===== config.mk =====
export PLATFORM = sky130hd
export DESIGN_NAME = addr_gen_unit
export DESIGN_NICKNAME = d
export VERILOG_FILES = /design/src/rtl/eagu_pkg.sv /design/src/rtl/eagu_regfile.sv /design/src/rtl/eagu_calc.sv /design/src/rtl/addr_gen_unit.sv
export SDC_FILE = /design/constraint.sdc
export NUM_CORES = 1
export LEC_CHECK = 0
export BUFFER_PORTS_ARGS = -buffer_cell sky130_fd_sc_hd__buf_4
export CAP_MARGIN = 20
export CORE_MARGIN = 2
export CORE_UTILIZATION = 57
export DETAILED_ROUTE_END_ITERATION = 16
export PLACE_DENSITY = 0.78
export SLEW_MARGIN = 30
export SYNTH_ARGS = -nofsm -noshare
export SYNTH_HDL_FRONTEND = slang
export SYNTH_HIERARCHICAL = 1
export SYNTH_SLANG_ARGS = --single-unit
export TNS_END_PERCENT = 5

===== constraint.sdc =====
create_clock -name clk -period 7.79 [get_ports clk]
set_input_delay 1.1685 -clock clk [delete_from_list [all_inputs] [get_ports clk]]
set_output_delay 1.1685 -clock clk [all_outputs]
set_load 0.05 [all_outputs]

===== src/rtl/eagu_pkg.sv =====
package eagu_pkg;

    parameter int DATA_W = 32;

    typedef logic [DATA_W-1:0] word_t;

    typedef enum logic [3:0] {
        M_IMM   = 4'd0,
        M_REG   = 4'd1,
        M_ABS   = 4'd2,
        M_RIND  = 4'd3,
        M_MIND  = 4'd4,
        M_IDX   = 4'd5,
        M_BIDX  = 4'd6,
        M_BIDXO = 4'd7,
        M_REL   = 4'd8,
        M_AINC  = 4'd9,
        M_ADEC  = 4'd10
    } mode_e;

    typedef enum logic {
        ST_IDLE = 1'b0,
        ST_WAIT = 1'b1
    } state_e;

    typedef struct packed {
        word_t ea;
        word_t imm;
        logic  is_imm;
        logic  is_reg;
        logic  wb_en;
        word_t wb_data;
        logic  mem_req;
    } calc_t;

    function automatic word_t step_bytes(input logic [1:0] sz);
        case (sz)
            2'd0:    step_bytes = word_t'(1);
            2'd1:    step_bytes = word_t'(2);
            default: step_bytes = word_t'(4);
        endcase
    endfunction

endpackage


===== src/rtl/eagu_regfile.sv =====
module eagu_regfile
    import eagu_pkg::*;
#(
    parameter int NREGS = 8,
    localparam int IW = $clog2(NREGS)
) (
    input  logic          clk,
    input  logic          rst,
    input  logic [IW-1:0] rd_a_idx,
    input  logic [IW-1:0] rd_b_idx,
    output word_t         rd_a,
    output word_t         rd_b,
    input  logic          wb_en,
    input  logic [IW-1:0] wb_idx,
    input  word_t         wb_data,
    input  logic          ld_en,
    input  logic [IW-1:0] ld_idx,
    input  word_t         ld_data
);

    word_t regs [NREGS];

    for (genvar g = 0; g < NREGS; g++) begin : g_reg
        always_ff @(posedge clk) begin
            if (rst) begin
                regs[g] <= '0;
            end else if (wb_en && (wb_idx == IW'(g))) begin
                regs[g] <= wb_data;
            end else if (ld_en && (ld_idx == IW'(g))) begin
                regs[g] <= ld_data;
            end
        end
    end

    assign rd_a = regs[rd_a_idx];
    assign rd_b = regs[rd_b_idx];

endmodule


===== src/rtl/eagu_calc.sv =====
module eagu_calc
    import eagu_pkg::*;
(
    input  mode_e      mode,
    input  word_t      ri_val,
    input  word_t      rj_val,
    input  word_t      xval,
    input  word_t      loc,
    input  word_t      pc,
    input  logic [1:0] opsize,
    output calc_t      res
);

    word_t step;
    word_t dec_val;

    assign step    = step_bytes(opsize);
    assign dec_val = ri_val - step;

    always_comb begin
        res = '0;
        case (mode)
            M_IMM: begin
                res.is_imm = 1'b1;
                res.imm    = xval;
            end
            M_REG:   res.is_reg = 1'b1;
            M_ABS:   res.ea     = loc;
            M_RIND:  res.ea     = ri_val;
            M_MIND:  res.mem_req = 1'b1;
            M_IDX:   res.ea     = ri_val + xval;
            M_BIDX:  res.ea     = ri_val + rj_val;
            M_BIDXO: res.ea     = ri_val + rj_val + xval;
            M_REL:   res.ea     = pc + xval;
            M_AINC: begin
                res.ea      = ri_val;
                res.wb_en   = 1'b1;
                res.wb_data = ri_val + step;
            end
            M_ADEC: begin
                res.ea      = dec_val;
                res.wb_en   = 1'b1;
                res.wb_data = dec_val;
            end
            default: res = '0;
        endcase
    end

endmodule


===== src/rtl/addr_gen_unit.sv =====
module addr_gen_unit
    import eagu_pkg::*;
#(
    parameter int NREGS = 8,
    localparam int IDX_W = $clog2(NREGS)
) (
    input  logic             clk,
    input  logic             rst,
    input  logic             req_valid,
    input  logic [3:0]       mode,
    input  logic [IDX_W-1:0] ri,
    input  logic [IDX_W-1:0] rj,
    input  logic [31:0]      xval,
    input  logic [31:0]      loc,
    input  logic [31:0]      pc,
    input  logic [1:0]       opsize,
    input  logic             ld_en,
    input  logic [IDX_W-1:0] ld_idx,
    input  logic [31:0]      ld_data,
    output logic             mem_rd_req,
    output logic [31:0]      mem_rd_addr,
    input  logic             mem_rd_valid,
    input  logic [31:0]      mem_rd_data,
    output logic             busy,
    output logic             ea_valid,
    output logic [31:0]      ea,
    output logic             is_imm,
    output logic [31:0]      imm_val,
    output logic             is_reg,
    output logic [IDX_W-1:0] reg_idx,
    output logic             wb_en,
    output logic [IDX_W-1:0] wb_idx,
    output logic [31:0]      wb_data
);

    state_e state;
    mode_e  mode_q;
    word_t  ri_val;
    word_t  rj_val;
    calc_t  res;
    logic   accept;
    logic   rf_wb;

    assign mode_q = mode_e'(mode);
    assign accept = req_valid && (state == ST_IDLE);
    assign rf_wb  = accept && res.wb_en;
    assign busy   = (state == ST_WAIT);

    eagu_regfile #(.NREGS(NREGS)) u_rf (
        .clk      (clk),
        .rst      (rst),
        .rd_a_idx (ri),
        .rd_b_idx (rj),
        .rd_a     (ri_val),
        .rd_b     (rj_val),
        .wb_en    (rf_wb),
        .wb_idx   (ri),
        .wb_data  (res.wb_data),
        .ld_en    (ld_en),
        .ld_idx   (ld_idx),
        .ld_data  (ld_data)
    );

    eagu_calc u_calc (
        .mode   (mode_q),
        .ri_val (ri_val),
        .rj_val (rj_val),
        .xval   (xval),
        .loc    (loc),
        .pc     (pc),
        .opsize (opsize),
        .res    (res)
    );

    always_ff @(posedge clk) begin
        if (rst) begin
            state       <= ST_IDLE;
            mem_rd_req  <= 1'b0;
            mem_rd_addr <= '0;
            ea_valid    <= 1'b0;
            ea          <= '0;
            is_imm      <= 1'b0;
            imm_val     <= '0;
            is_reg      <= 1'b0;
            reg_idx     <= '0;
            wb_en       <= 1'b0;
            wb_idx      <= '0;
            wb_data     <= '0;
        end else begin
            mem_rd_req <= 1'b0;
            ea_valid   <= 1'b0;
            is_imm     <= 1'b0;
            is_reg     <= 1'b0;
            wb_en      <= 1'b0;
            case (state)
                ST_IDLE: begin
                    if (accept) begin
                        if (res.mem_req) begin
                            mem_rd_req  <= 1'b1;
                            mem_rd_addr <= loc;
                            state       <= ST_WAIT;
                        end else begin
                            ea_valid <= 1'b1;
                            ea       <= res.ea;
                            is_imm   <= res.is_imm;
                            imm_val  <= res.imm;
                            is_reg   <= res.is_reg;
                            reg_idx  <= ri;
                            wb_en    <= res.wb_en;
                            wb_idx   <= ri;
                            wb_data  <= res.wb_data;
                        end
                    end
                end
                ST_WAIT: begin
                    if (mem_rd_valid) begin
                        ea_valid <= 1'b1;
                        ea       <= mem_rd_data;
                        state    <= ST_IDLE;
                    end
                end
                default: state <= ST_IDLE;
            endcase
        end
    end

endmodule


==> flow_metrics.tcl <==
set metrics [dict create \
    clock_path_buffers 3 \
    min_path_type "flop to flop" \
    root_buffer "clkbuf_16" \
    synth_area_mm2 0.0263 \
    endpoint_kind "flop" \
    die_area_mm2 0.0478 \
    regArea_mm2 0.0104 \
    instances_no_fill 3421 \
    grt_max_degree 116 \
    ys_async_sr_fraction 0 \
    fmaxAchievable_mhz 135 \
    row_count 78 \
    clkLatencyLatePin_ps 610 \
    place_ws_ps 12.0 \
    yosys.area.top_type "edfxtp_1" \
    synth_area_leaders "edfxtp_1, mux4_2, dfxtp_1" \
    path_class "input port to flop" \
    maxSlewHeadroom 0.302 \
    drt_iter0_drc 3780 \
    layout-drive-gt1-share 0.250 \
    grt_overflow 0 \
    tns_ps 0 \
    finalHoldWorstSlack_ps 453 \
    crit_path_max_fanout 7 \
    cts_tree "done" \
    finalWorstSetupSlack_ps 398 \
    setup_viol 0 \
    hold_viol_final 0 \
    synth_top_area_frac 0.293 \
    io_buffers 319 \
    slew_violations 0 \
    clk_pin_slew_ps 60 \
    final_cell_mix "buf_4, nand2_1, edfxtp_1" \
    grt_usage 0.395 \
    nets 3039 \
    syn_nets 2851 \
    vias 24300 \
    crit_top_cell "a21oi_1" \
    grt_pass1_wl_um 141000 \
    grt_pass1_vias 22800 \
    synthCells 2597 \
    synthDistinctLibCells 87 \
    slowest_stage "mux4_2" \
    fin_skew_ps 21.5 \
    power.density_mw_per_mm2 196 \
    tightest_slew_ps 1040 \
    multi_input_area_mm2 0.0148 \
    ir_drop_v 0.000186 \
    largest_register_ffs 256 \
    post-route-period-util 0.949 \
    fillers 3496 \
    top_register "u_rf/regs" \
    rsz0062_at_grt "false" \
    viasPerCell 7.09 \
    status "completed" \
    routed_wl_um 97100 \
    utilization 0.672 \
    initial_core_util 0.578 \
    die_h_um 219 \
    core_mm2 0.0455 \
    postCtsSetupBuffers 0 \
    area_growth_pct 16.3 \
    synth_seq_cells 393 \
    synth_edf_count 256 \
    dieWidth_um 219 \
    max-cap-violations 0 \
    critPathMaxStageDelay_ps 540 \
    drt-pass1-iter-count 6 \
    ctsHtreeMaxLevel 2 \
    dp_hpwl_um 67400 \
    required_ps 8220 \
    ctsHoldBuffers 0 \
    p_leak_uw 0.0118 \
    fin_crit_ps 7390 \
    wl_per_cell_um 28.4 \
    gp_congestion 1.01 \
    ys_seq_area_frac 0.397 \
    dp.cells 3339 \
    synth_area_per_cell_um2 10.1 \
    postRouteAntennaNets 0 \
    clock-sinks 393 \
    layout_commonest_cell "buf_4" \
    ios 320 \
    cp-start-kind "input port" \
    grt_antenna_before_repair 3 \
    post_cts_resized 0 \
    drc 0 \
    yosys_most_used_dff "edfxtp_1" \
    cp_data_arrival_time_ps 7820 \
    yosys_warnings 6 \
    numCtsBuffers 43 \
]
synth_stat cells, types with 27 or more instances:
cell type  count
a22o_1       197
nor2_1        92
nand3b_1      36
mux2_2        65
and2_1        41
nand2_1      377
clkbuf_1     151
nand3_1       27
o21ai_0       98
a21oi_1      215
ha_1          70
a22oi_1       70
xnor2_1       33
mux4_2       128
buf_2         75
nand2b_1      63
edfxtp_1     256
dfxtp_1      137
xor2_1        36
o22ai_1       77
stage by stage:
stage / area (um2) / total power, uW
final: 30600 / 6000
after global routing: 30600 / 6180
after CTS: 30500 / 5950
after detailed placement: 29100 / 3940
after global placement: 29000 / 3910
after floorplan: 26300 / 3430
worst paths after layout:
kind | start | to | slack [ps] | cells past startpoint
setup / recovery | rj[0] | ea[28]$_SDFFE_PP0P_ | 400 | 28
hold / removal | wb_data[20]$_SDFFE_PP0P_ | wb_data[20]$_SDFFE_PP0P_ | 450 | 2
setup reg to reg | u_rf/regs[5][0]$_DFFE_PP_ | ea[28]$_SDFFE_PP0P_ | 730 | 27
hold reg to reg | wb_data[20]$_SDFFE_PP0P_ | wb_data[20]$_SDFFE_PP0P_ | 450 | 2
area by class of cell:
class,count,share of cell area
multi-input combinational,1926,0.484
antenna,2,0.000164
timing repair buffer,398,0.101
tap,600,0.0246
clock buffer,60,0.0391
clock inverter,19,0.00643
inverter,23,0.00282
sequential,393,0.341
layer usage:
layer  wire, um  share of wire  vias to the layer above  global-route usage
met4       4660          0.048                        2               0.188
met1      35300           0.36                    11600               0.523
met3      13000           0.13                      309              0.0905
met2      44100           0.45                     1985               0.616
met5         16        0.00016                        -                   0
li1           -              -                    10300                   -
cell families after synthesis:
kind of cell,share of synthesized area
adders and majority gates,0.0364
xor gates and xnor gates,0.0230
AOI/OAI and AO/OA,0.214
muxes,0.139
and+or+nand+nor,0.145
buffers and inverters,0.0460
DFF,0.397
worst max-delay path: cells and delay by family:
kind	cells	cell delay [ps]
buffers and inverters	1	180
XOR/XNOR	2	350
multiplexers	2	820
AND/OR/NAND/NOR	6	1000
AO/OA/AOI/OAI	14	3190
adder cells (fa/ha/maj)	3	1110
power by group:
group	internal [uW]	switching (uW)	total (uW)
Sequential	2320	55.9	2370
Clock	1150	890	2040
Combinational	601	985	1590
(Power assumes the default switching activity.)
